--- src/rtl/cstat_pkg.sv ---
package cstat_pkg;
  localparam int DATA_W    = 32;
  localparam int WAKE_BIT  = 4;
  localparam int GWAKE_BIT = 14;
  localparam int INTR_BIT  = 15;
  localparam int NUM_STICKY = 2;

  localparam logic [DATA_W-1:0] MASK_IMPL =
    (DATA_W'(1) << WAKE_BIT) | (DATA_W'(1) << GWAKE_BIT) | (DATA_W'(1) << INTR_BIT);

  typedef struct packed {
    logic enable;
    logic wrEvt;
    logic wrMask;
    logic rdEvt;
    logic rdMask;
  } ctlStrb_t;
endpackage

--- src/rtl/cstat_sticky_bit.sv ---
module cstat_sticky_bit (
  input  logic clk,
  input  logic rstN,
  input  logic enable,
  input  logic setReq,
  input  logic clrReq,
  output logic q
);
  always_ff @(posedge clk) begin
    if (!rstN) q <= 1'b0;
    else if (enable) begin
      if (setReq)      q <= 1'b1;
      else if (clrReq) q <= 1'b0;
    end
  end
endmodule

--- src/rtl/cstat_evt_ctrl.sv ---
module cstat_evt_ctrl
  import cstat_pkg::*;
#(
  parameter int ADDR_W = 8,
  parameter logic [ADDR_W-1:0] EVT_OFS  = 'h24,
  parameter logic [ADDR_W-1:0] MASK_OFS = 'h28
) (
  input  logic              clk,
  input  logic              rstN,
  input  logic              modeEn,
  input  logic              wrEn,
  input  logic [ADDR_W-1:0] addr,
  input  logic              wrWakeBit,
  output ctlStrb_t          strb,
  output logic              pmeClr
);
  logic hitEvt, hitMask;

  always_comb begin
    hitEvt      = (addr == EVT_OFS);
    hitMask     = (addr == MASK_OFS);
    strb.enable = modeEn;
    strb.wrEvt  = modeEn & wrEn & hitEvt;
    strb.wrMask = modeEn & wrEn & hitMask;
    strb.rdEvt  = modeEn & hitEvt;
    strb.rdMask = modeEn & hitMask;
  end

  always_ff @(posedge clk) begin
    if (!rstN) pmeClr <= 1'b0;
    else       pmeClr <= strb.wrEvt & wrWakeBit;
  end
endmodule

--- src/rtl/cstat_evt_dp.sv ---
module cstat_evt_dp
  import cstat_pkg::*;
(
  input  logic              clk,
  input  logic              rstN,
  input  ctlStrb_t          strb,
  input  logic [DATA_W-1:0] wrData,
  input  logic              wakePresent,
  input  logic              intPending,
  input  logic              wpEvt,
  input  logic              rdyEvt,
  input  logic              battEvt,
  output logic [DATA_W-1:0] rdData,
  output logic [DATA_W-1:0] evtQ,
  output logic [DATA_W-1:0] maskQ,
  output logic              statChgN,
  output logic              intN
);
  localparam int STICKY_POS [NUM_STICKY] = '{WAKE_BIT, INTR_BIT};

  logic [NUM_STICKY-1:0] stickyQ;
  logic [NUM_STICKY-1:0] stickySrc;
  logic                  statAct;
  logic                  intAct;

  assign stickySrc = {intPending, wakePresent};

  for (genvar g = 0; g < NUM_STICKY; g++) begin : g_sticky
    cstat_sticky_bit bit_i (
      .clk    (clk),
      .rstN   (rstN),
      .enable (strb.enable),
      .setReq (stickySrc[g]),
      .clrReq (strb.wrEvt & wrData[STICKY_POS[g]]),
      .q      (stickyQ[g])
    );
  end

  always_comb begin
    evtQ = '0;
    for (int i = 0; i < NUM_STICKY; i++) evtQ[STICKY_POS[i]] = stickyQ[i];
  end

  always_ff @(posedge clk) begin
    if (!rstN)            maskQ <= '0;
    else if (strb.wrMask) maskQ <= wrData & MASK_IMPL;
  end

  always_comb begin
    if (strb.rdEvt)       rdData = evtQ;
    else if (strb.rdMask) rdData = maskQ;
    else                  rdData = '0;
  end

  always_comb begin
    statAct  = strb.enable & maskQ[GWAKE_BIT] &
               (wpEvt | rdyEvt | battEvt | (maskQ[WAKE_BIT] & evtQ[WAKE_BIT]));
    intAct   = strb.enable & maskQ[INTR_BIT] & evtQ[INTR_BIT];
    statChgN = ~statAct;
    intN     = ~intAct;
  end
endmodule

--- src/rtl/cstat_evt_top.sv ---
module cstat_evt_top
  import cstat_pkg::*;
#(
  parameter int ADDR_W = 8,
  parameter logic [ADDR_W-1:0] EVT_OFS  = 'h24,
  parameter logic [ADDR_W-1:0] MASK_OFS = 'h28
) (
  input  logic              clk,
  input  logic              rstN,
  input  logic              modeEn,
  input  logic              wrEn,
  input  logic [ADDR_W-1:0] addr,
  input  logic [31:0]       wrData,
  output logic [31:0]       rdData,
  input  logic              wakePresent,
  input  logic              intPending,
  input  logic              wpEvt,
  input  logic              rdyEvt,
  input  logic              battEvt,
  output logic              statChgN,
  output logic              intN,
  output logic              pmeClr
);
  ctlStrb_t          strb;
  logic [DATA_W-1:0] evtQ;
  logic [DATA_W-1:0] maskQ;

  cstat_evt_ctrl #(.ADDR_W(ADDR_W), .EVT_OFS(EVT_OFS), .MASK_OFS(MASK_OFS)) ctrl_i (
    .clk       (clk),
    .rstN      (rstN),
    .modeEn    (modeEn),
    .wrEn      (wrEn),
    .addr      (addr),
    .wrWakeBit (wrData[WAKE_BIT]),
    .strb      (strb),
    .pmeClr    (pmeClr)
  );

  cstat_evt_dp dp_i (
    .clk         (clk),
    .rstN        (rstN),
    .strb        (strb),
    .wrData      (wrData),
    .wakePresent (wakePresent),
    .intPending  (intPending),
    .wpEvt       (wpEvt),
    .rdyEvt      (rdyEvt),
    .battEvt     (battEvt),
    .rdData      (rdData),
    .evtQ        (evtQ),
    .maskQ       (maskQ),
    .statChgN    (statChgN),
    .intN        (intN)
  );
endmodule

--- config.mk ---
export PLATFORM = sky130hd
export DESIGN_NAME = cstat_evt_top
export DESIGN_NICKNAME = d
export VERILOG_FILES = /design/src/rtl/cstat_pkg.sv /design/src/rtl/cstat_sticky_bit.sv /design/src/rtl/cstat_evt_ctrl.sv /design/src/rtl/cstat_evt_dp.sv /design/src/rtl/cstat_evt_top.sv
export SDC_FILE = /design/constraint.sdc
export NUM_CORES = 1
export LEC_CHECK = 0
export BUFFER_PORTS_ARGS = -buffer_cell sky130_fd_sc_hd__buf_2
export CORE_UTILIZATION = 27
export DETAILED_ROUTE_END_ITERATION = 10
export MAX_ROUTING_LAYER = met4
export PLACE_DENSITY = 0.72
export SLEW_MARGIN = 20
export SYNTH_ARGS = -nofsm -noshare
export SYNTH_HDL_FRONTEND = slang
export SYNTH_SLANG_ARGS = --single-unit
--- constraint.sdc ---
create_clock -name clk -period 0.87 [get_ports clk]
set_input_delay 0.087 -clock clk [delete_from_list [all_inputs] [get_ports clk]]
set_output_delay 0.087 -clock clk [all_outputs]
set_load 0.005 [all_outputs]
==> impl_results.md, run 1 <==
- Final min period: between 1 and 1.5 ns
- Nets: 157
- Wire length of the first global-routing pass: 1.83 mm
- Hold Slack: just over 0.04 ns
- Crit-path slowest cell: a2111o_1
- Port buffer count: 25
- Crit. Startpoint: dp_i.g_sticky[0].bit_i.q
- Clk root buf: clkbuf_4
- Final WS setup: -0.347 ns
- Reg2reg end: dp_i.g_sticky[0].bit_i.q
- GRT overflow: 0
- Worst path arrival time: around 1.1 ns
- Syn-to-layout area delta: 36.7%
- Yosys warnings: 0
- TritonRoute pass-1 iters: 4
- # clock sinks: 6
- Die footprint: roughly 0.0024 mm²
- Top-area cell type share of the netlist area: 36.9%
- Critical Path End Type: primary output
- Cells after Synth: between 70 and 80
- Share of layout cells above drive strength 1: roughly half
- Final HPWL DP: roughly 980 µm
- Synth cell types: 20
- Total CTS buffers: 3
- Crit Path Max Fanout: 2
- Max Transition Viols Final: 0
- Synthesized area: between 500 and 600 µm²
- Routed length per instance: between 9 and 10 µm
- CP peak stage delay: ~0.39 ns
- Critical-path cell list: a2111o_1, nand3_1, buf_2
- Post-route cell area: between 800 and 900 µm²
- DRC violations left: 0
- R2R Path Start: dp_i.g_sticky[0].bit_i.q
- Vias in the first global route: 408
- CP endpoint: statChgN
- Largest net degree at the start of global routing: 9
- Cell area after placement: ~660 µm²
- VDD IR max: roughly 0.00031 V
- Outcome: complete, but fails checks
- Power per Cell Area: between 900 and 1000 mW/mm²
- Register area share after synthesis: between 20 and 25%
- Drt total wl: approximately 1.3 mm
- Vias per cell: around 4
- Starting Density: between 20 and 30%
- Clk pin slew, worst setup/hold paths: about 0.04 ns
- Post-CTS Hold Buffers: 0
- P_leak: about 0.42 nW
- Critical Path RT: between 0.7 and 0.8 ns
- Synthesized area per cell: between 8 and 9 µm²
- Clk buf depth: 2
- Final Hold Violating Endpoints: 0
- # H-tree levels: 1
- CTS tree: built
- Fin crit share: 140%
- GR Util All Layers: between 10% and 20%
- Max-Cap Viols: 0
- Hold path depth: 2
- Core area: 0.00200 mm²
- Startpoint types: register
- Synth area leaders: buf_4, dfxtp_1, nand2_1
- Clk_skew: 0 ns
- FF-to-FF setup slack: ~0.010 ns
- Die width: between 40 and 50 µm
- ANT nets after route: 0
- Cell Rows: 16
- Fmax: 0.821 GHz
- Crit Path Category: reg -> out
- Worst hold-check path type: in -> reg
- Ports: 84
- Worst skew pair latency: approximately 0.25 ns
- Failing checks: negative setup slack
- RSZ-0062 raised after global routing: yes
- Antenna diodes: 0
- Iteration-0 DRC Markers: 5
- Antenna violations before repair: 0
- # setup viols final: 5
- Yosys reg bits: 6
- Worst r2r path cells: 4
- Die height: approximately 49 µm
- Vias post-DR: ~540
- Cell accounting for the most synthesized area: buf_4
- GP Congestion: roughly 0.7
worst min path at each step:
stage                                     endpoint  startpoint  slack, ns
final                     dp_i.g_sticky[1].bit_i.q  wrData[15]       0.04
after global routing      dp_i.g_sticky[1].bit_i.q  wrData[15]       0.04
after CTS                 dp_i.g_sticky[1].bit_i.q  wrData[15]       0.05
after detailed placement  dp_i.g_sticky[1].bit_i.q  wrData[15]       0.31
after global placement    dp_i.g_sticky[1].bit_i.q  wrData[15]       0.31
after floorplan           dp_i.g_sticky[0].bit_i.q   wrData[4]       0.21
metrics by stage:
step,TNS (ns),util (%),worst slack (ns),power [W],cells
after detailed placement,-1.33,33.1,-0.211,0.000440,125
after floorplan,0,-,0.00531,0.000459,99
after global placement,-1.30,33.1,-0.226,0.000436,125
after CTS,-0.911,37.7,-0.348,0.000715,131
after global routing,-1.21,40.3,-0.388,0.000781,133
final,-0.965,40.3,-0.347,0.000743,133
kinds of logic (layout without fill, tap and decap cells):
logic type	after synthesis	after routing	synth area share, %
buf+inv	30	37	37.5
simple gates	24	24	26.1
other cells	1	29	0.635
compound gates	7	7	10.4
flops	6	6	20.3
mux	3	3	5.08
registers in the layout (all words and copies together) (netlist names):
| register | flops |
|---|---|
| ctrl_i.pmeClr | 1 |
| dp_i.g_sticky.bit_i.q | 2 |
| dp_i.maskQ | 3 |
cell usage after synthesis:
| cell | instances |
|---|---|
| a41oi_1 | 2 |
| and2_2 | 1 |
| nand4_2 | 1 |
| nor3b_4 | 1 |
| nand3_1 | 2 |
| dfxtp_1 | 6 |
| nor2b_1 | 2 |
| buf_4 | 29 |
| and3_1 | 1 |
| a21o_2 | 2 |
| nor2_1 | 2 |
| buf_1 | 1 |
| nand2_1 | 11 |
| nor4b_4 | 1 |
| a2111o_1 | 1 |
| a22oi_1 | 2 |
| nor3b_1 | 1 |
| mux2i_1 | 3 |
| conb_1 | 1 |
| and2_1 | 1 |
where the power goes:
group	switching, W	internal, W	total [W]
sequential	0.00000618	0.000282	0.000288
clock	0.000114	0.000157	0.000270
combinational	0.0000953	0.0000884	0.000184
total	0.000215	0.000527	0.000743
cell type report:
cell class                      count  area, µm²
Fill cell                         209       1190
Multi-Input combinational cell     63        397
Timing Repair Buffer               34        226
Sequential cell                     6        128
Tap cell                           27       33.8
Clock buffer                        3       22.5
per-layer routing:
| layer | vias to the layer above | share of wire, % | track usage (%) |
|---|---|---|---|
| met3 | 5 | 9.9 | 4.67 |
| met4 | 0 | 3.7 | 11.8 |
| met2 | 34 | 53 | 17.1 |
| met1 | 242 | 34 | 10.8 |
| met5 | - | 0 | - |
| li1 | 255 | - | - |
critical path: cells and delay by family, from the launching register on:
family	cells	cell delay [ns]
AO/OA/AOI/OAI	1	0.39
flip-flops	1	0.32
buffers and inverters	1	0.11
AND/OR/NAND/NOR	1	0.07
placed cells by master (no fill, tap or decap), types with 3 or more instances in the layout:
master / netlist / final
nand2_1: 11 / 9
buf_2: 0 / 22
clkbuf_4: 0 / 3
mux2i_1: 3 / 3
dfxtp_2: 0 / 3
buf_6: 0 / 7
conb_1: 1 / 29
buf_4: 29 / 5
what timing repair did:
action / in CTS / in global routing
endpoints found under the setup margin: 5 / 8
endpoints found under the hold margin: 0 / 0
pin swaps: 5 / 6
buffers inserted: 3 / 3
resized for setup: 12 / 9
No activity file was read; power rests on OpenSTA's default activity.
==> run 2: changes to the inputs <==
- CORE_UTILIZATION: 27 -> 42
- PLACE_DENSITY: 0.72 -> 0.82
- SYNTH_HIERARCHICAL: default -> 1
- TNS_END_PERCENT: default -> 50
- clock period: 0.87 -> 1.5 ns (I/O delays scaled with it)
==> run 2 against run 1 <==
Against the previous run: the flow now finishes without violations; cell area shrank 16%; total power shrank 48%; die area shrank 35%; register-to-register slack gained 0.87 ns; synthesized area shrank 0.85%; sequential cell count is the same; clock power shrank 45%; critical path depth grew 4; sequential share of layout area grew 1.9 points; via count shrank 5.0%; first-iteration DRC count grew 80%; critical path type is now in -> out; count of clock-buffer cells in the layout is the same.
==> impl_results.md, run 2 <==
- Commonest non-fill, non-tap cell in the layout: conb_1
- Synthesized area per cell: 8.25 µm² (-0.85%)
- Met2 Use GR: 28.3% (+11 points)
- # clock sinks: 6 (unchanged)
- Synthesized area: 586 µm² (-0.85%)
- Max Transition Viols Final: 0 (unchanged)
- CP endpoint: rdData[15]
- Critical Path RT: 1.35 ns (+0.57 ns)
- Final WS setup: 0.0119 ns (+0.359 ns)
- Die width: 39.3 µm (-19%)
- Vias per cell: 4.39 (+8.9%)
- Antenna diodes: 0 (unchanged)
- GRT Max-Usage Layer: met2
- Crit Path Max Fanout: 3 (+1)
- R2R Path Start: dp_i/maskQ[4]
- Outcome: complete, no violations
- GP Congestion: 0.812 (+16%)
- Max-Cap Viols: 0 (unchanged)
- Most frequent cells in the layout: conb_1, buf_2, nand2_1
- Wire length of the first global-routing pass: 1.63 mm (-11%)
- Pre-CTS setup slack: -0.123 ns (+0.0880 ns)
- Routed length per instance: 8.99 µm (-7.6%)
- Power per Cell Area: 568 mW/mm² (-38%)
- Cells after Synth: 71 (unchanged)
- Critical Path End Type: primary output
- ANT nets after route: 0 (unchanged)
- Drt total wl: 1.04 mm (-19%)
- Worst r2r path cells: 2 (-2)
- Max FFs per register: 3 (unchanged)
- Core area: 0.00130 mm² (-35%)
- Buffer count from post-CTS setup fixing: 0 (-3)
- Syn-to-layout area delta: 15.8%
- Startpoint types: primary input
- RSZ-0062 raised after global routing: yes
- Die footprint: 0.00155 mm² (-35%)
- Clk_skew: 0 ns (unchanged)
- Clk buf depth: 2 (unchanged)
- Largest net degree at the start of global routing: 9 (unchanged)
- Reg2reg end: dp_i/maskQ[4]
- GR Util All Layers: 17.1% (+5.6 points)
- # setup viols final: 0 (-5)
- Fin crit share: just under 100%
- Final min period: between 1 and 1.5 ns
- Vias in the first global route: 418 (+2.5%)
- Port buffer count: 25 (unchanged)
- Worst skew pair latency: 0.24 ns (about the same)
- Ports: 84 (unchanged)
- TritonRoute pass-1 iters: 4 (unchanged)
- CTS tree: built
- Iteration-0 DRC Markers: 9 (+4)
- Clk root buf: clkbuf_4
- CP peak stage delay: 0.54 ns (+0.15 ns)
- Post-route cell area: 678 µm² (-16%)
- Antenna violations before repair: 0 (unchanged)
- Worst hold-check path type: in -> reg
- Final Hold Violating Endpoints: 0 (unchanged)
- Cell Rows: 13 (-3)
- Crit. Startpoint: addr[2]
- Die height: 39.3 µm (-19%)
- Starting Density: 45.0% (+16 points)
- # H-tree levels: 1 (unchanged)
- Crit-path slowest cell: or4b_4
- GRT overflow: 0 (unchanged)
- Largest Register: dp_i/maskQ
- P_leak: 0.336 nW (-20%)
- Nets: 152 (-3.2%)
- CP most frequent cell: buf_2
- Total CTS buffers: 3 (unchanged)
- Met3 Track Usage GR: 7.39% (+2.7 points)
- Share of layout cells above drive strength 1: 37.6% (-13 points)
- Clk pin slew, worst setup/hold paths: 0.05 ns (about the same)
- DRC violations left: 0 (unchanged)
- VDD IR max: 0.000353 V (+13%)
- Vias post-DR: 509 (-5.0%)
- Critical-path cell list: buf_2, or4b_4, nor3_2, buf_4, nand2_1, o21ai_1, buf_2
- FF-to-FF setup slack: 0.88 ns (+0.87 ns)
- Yosys warnings: 6 (+6)
- Final Core Density: 52.1% (+12 points)
- Largest registers: dp_i/maskQ (3), dp_i/g_sticky.bit_i/q (2), ctrl_i/pmeClr (1)
- Crit Path Category: in -> out
- Fmax: 0.672 GHz
- Worst path arrival time: 1.34 ns (+0.21 ns)
- Cell area after placement: 646 µm² (-2.6%)
- Met1 Use GR: 16.4% (+5.6 points)
[run 2: per-stage QoR]
stage | hold slack, ns | setup TNS [ns] | total power, W | std cells
finish | 0.167 | 0 | 0.000385 | 116
global route | 0.170 | -0.130 | 0.000417 | 116
CTS | 0.163 | 0 | 0.000392 | 116
detailed placement | 0.412 | -0.458 | 0.000237 | 113
global placement | 0.400 | -0.396 | 0.000235 | 113
floorplan | 0.226 | 0 | 0.000258 | 99
[run 2: power breakdown]
| group | switching (W) | internal [W] | leakage, nW |
|---|---|---|---|
| clock | 0.0000589 | 0.0000905 | 0.0138 |
| sequential | 0.00000317 | 0.000164 | 0.0488 |
| combinational | 0.0000379 | 0.0000304 | 0.273 |
[run 2: how the worst min path moves through the flow]
stage / from / to / slack [ns] / depth (start not counted)
after floorplan: addr[6] / ctrl_i/pmeClr / 0.23 / 1
after global placement: addr[6] / ctrl_i/pmeClr / 0.40 / 2
after detailed placement: addr[6] / ctrl_i/pmeClr / 0.41 / 2
after CTS: wrEn / ctrl_i/pmeClr / 0.16 / 3
after global routing: wrEn / ctrl_i/pmeClr / 0.17 / 3
final: wrEn / ctrl_i/pmeClr / 0.17 / 3
[run 2: worst max-delay path, delay by kind of cell]
family	cells	cell delay, ns
buf+inv	3	0.37
compound gates	1	0.11
simple gates	3	0.71
[run 2: layout make-up]
type	instances	area (µm²)
multi-input cells	63	362
repair buffers	29	155
flip-flops and latches	6	120
fillers	130	623
clock buffers	3	22.5
well taps	15	18.8
[run 2: routing by layer]
layer  vias to the layer above  routed length (µm)  share of wire (%)
li1                        246                   -                  -
met1                       225                 406                 39
met2                        36                 507                 49
met3                         2                 124                 12
met4                         0                   4               0.38
met5                         -                   0                  0
[run 2: what timing repair did]
action | in CTS | in global routing
setup endpoints to repair | 2 | 3
cloned | 0 | 0
hold buffers | 0 | 0
gates resized for setup | 4 | 0
==> run 3: changes to the inputs <==
- SETUP_SLACK_MARGIN: default -> 0.2
==> run 3 against run 2 <==
Against the previous run: worst hold slack worse by 0.0098 ns; global-route usage fell by 0.080 points; clock power up 3%; cell count is 2.6% higher; setup slack improved by 0.023 ns; critical path depth is the same; total power rose by 2.7%; sequential power about the same; core utilization up 3.5 points; largest cell class unchanged; critical path type unchanged; critical endpoint unchanged; via count unchanged; cell area increased by 6.6%; first-iteration DRC count is 67% lower.
==> impl_results.md, run 3 (synthesized netlist as in run 2, its figures left out) <==
- Outcome: complete, no violations
- Syn-to-layout area delta: 23.5%
- Crit Path Max Fanout: 3 (unchanged)
- Clk buf depth: 2 (unchanged)
- Critical-path cell list: buf_6, or4b_4, nor3_2, buf_4, nand2_2, o21ai_2, buf_2
- Final WS setup: 0.0349 ns (+0.0229 ns)
- Final Hold Violating Endpoints: 0 (unchanged)
- Post-route cell area: 723 µm² (+6.6%)
- Post-CTS Hold Buffers: 0 (unchanged)
- Clk_skew: 0 ns (unchanged)
- Share of layout cells above drive strength 1: 42.3% (+4.7 points)
- Cell Rows: 13 (unchanged)
- RSZ-0062 raised after global routing: yes
- Crit Path Category: in -> out
- Routed length per instance: 9.61 µm (+6.8%)
- Antenna violations before repair: 0 (unchanged)
- Commonest non-fill, non-tap cell in the layout: conb_1
- Final HPWL DP: around 920 µm
- Non-Filler Instances: 119 (+2.6%)
- Drt total wl: 1.14 mm (+9.6%)
- # clock sinks: 6 (unchanged)
- # H-tree levels: 1 (unchanged)
- Placed cells: 113 (unchanged)
- Critical Path RT: 1.35 ns (about the same)
- TritonRoute pass-1 iters: 4 (unchanged)
- P_leak: 0.361 nW (+7.4%)
- Vias in the first global route: 399 (-4.5%)
- Fin crit share: 97.7% (-1.5 points)
- Critical Path End Type: primary output
- Iteration-0 DRC Markers: 3 (-6)
- Die height: 39.3 µm (unchanged)
- Largest net degree at the start of global routing: 9 (unchanged)
- Largest Register: dp_i/maskQ
- Vias per cell: 4.28 (-2.5%)
- Crit-path slowest cell: or4b_4
- Final Core Density: 55.6% (+3.5 points)
- ANT nets after route: 0 (unchanged)
- Setup TNS: 0 ns (unchanged)
- # setup viols final: 0 (unchanged)
- CTS tree: built
- GP Congestion: 0.831 (+2.3%)
- Startpoint types: primary input
- Final min period: 1.47 ns (-0.0229 ns)
- Port buffer count: 25 (unchanged)
- Ports: 84 (unchanged)
- Worst hold-check path type: in -> reg
- VDD IR max: 0.000466 V (+32%)
- GR Util All Layers: 17.0% (-0.080 points)
- DRC violations left: 0 (unchanged)
- Core area: 0.00130 mm² (unchanged)
- Power per Cell Area: 547 mW/mm² (-3.7%)
- Clk pin slew, worst setup/hold paths: 0.05 ns (about the same)
- Max-Cap Viols: 0 (unchanged)
- GRT overflow: 0 (unchanged)
- Pre-CTS setup slack: -0.114 ns (+0.00881 ns)
- Fmax: 0.683 GHz (+1.6%)
- CP peak stage delay: 0.54 ns (about the same)
- Nets: 155 (+2.0%)
- Max Transition Viols Final: 0 (unchanged)
- Wire length of the first global-routing pass: 1.64 mm (+0.43%)
- Antenna diodes: 0 (unchanged)
- Worst path arrival time: 1.32 ns (-0.02 ns)
- Starting Density: 45.0% (unchanged)
- Vias post-DR: 509 (unchanged)
- Most frequent cells in the layout: conb_1, buf_2, buf_4
- Cell area after placement: 654 µm² (+1.4%)
- Clk root buf: clkbuf_4
- Die footprint: 0.00155 mm² (unchanged)
- Worst skew pair latency: 0.25 ns (about the same)
- Total CTS buffers: 3 (unchanged)
- Max FFs per register: 3 (unchanged)
- Die width: 39.3 µm (unchanged)
- Largest registers: dp_i/maskQ (3), dp_i/g_sticky.bit_i/q (2), ctrl_i/pmeClr (1)
run 3: changes by cell type in the layout (fill, tap and decap cells not counted), sizes merged:
cell and change:
buf +3
run 3: routing by layer:
metal,track usage (%),vias to the layer above,share of wire [%]
met2,29.6,29,55
met5,-,-,0
met4,5.17,0,0
met3,8.52,0,8.7
li1,-,253,-
met1,16.5,227,36
run 3: final timing paths:
kind | from | end | slack (ns) | cells after the start
hold / removal | wrEn | ctrl_i/pmeClr | 0.16 | 3
setup reg to reg | dp_i/maskQ[15] | dp_i/maskQ[15] | 0.86 | 2
setup / recovery | addr[0] | rdData[15] | 0.03 | 7
hold reg to reg | dp_i/g_sticky[0].bit_i/q | dp_i/g_sticky[0].bit_i/q | 0.51 | 1
run 3: worst max-delay path: cells and delay by family:
family | cells | cell delay [ns]
and+or+nand+nor | 3 | 0.71
buffers and inverters | 3 | 0.36
AOI/OAI and AO/OA | 1 | 0.10
run 3: area by class of cell:
| cell class | instances | area, µm² |
|---|---|---|
| fillers | 137 | 578 |
| multi-input cells | 63 | 377 |
| repair buffers | 32 | 184 |
| flip-flops and latches | 6 | 121 |
| clock buffers | 3 | 22.5 |
| well taps | 15 | 18.8 |
run 3: through the flow:
step,hold slack [ns],total power [W]
final,0.158,0.000396
after global routing,0.152,0.000427
after CTS,0.154,0.000401
after detailed placement,0.416,0.000240
after global placement,0.410,0.000237
after floorplan,0.226,0.000259
run 3: timing repair:
action / in CTS / in global routing
resized for setup: 5 / 3
setup endpoints to repair: 9 / 9
setup buffers: 3 / 0
pin swaps: 5 / 5
run 3: power breakdown:
part           internal, W  switching (W)
logic            0.0000349      0.0000395
registers         0.000164     0.00000322
clock network    0.0000908      0.0000629
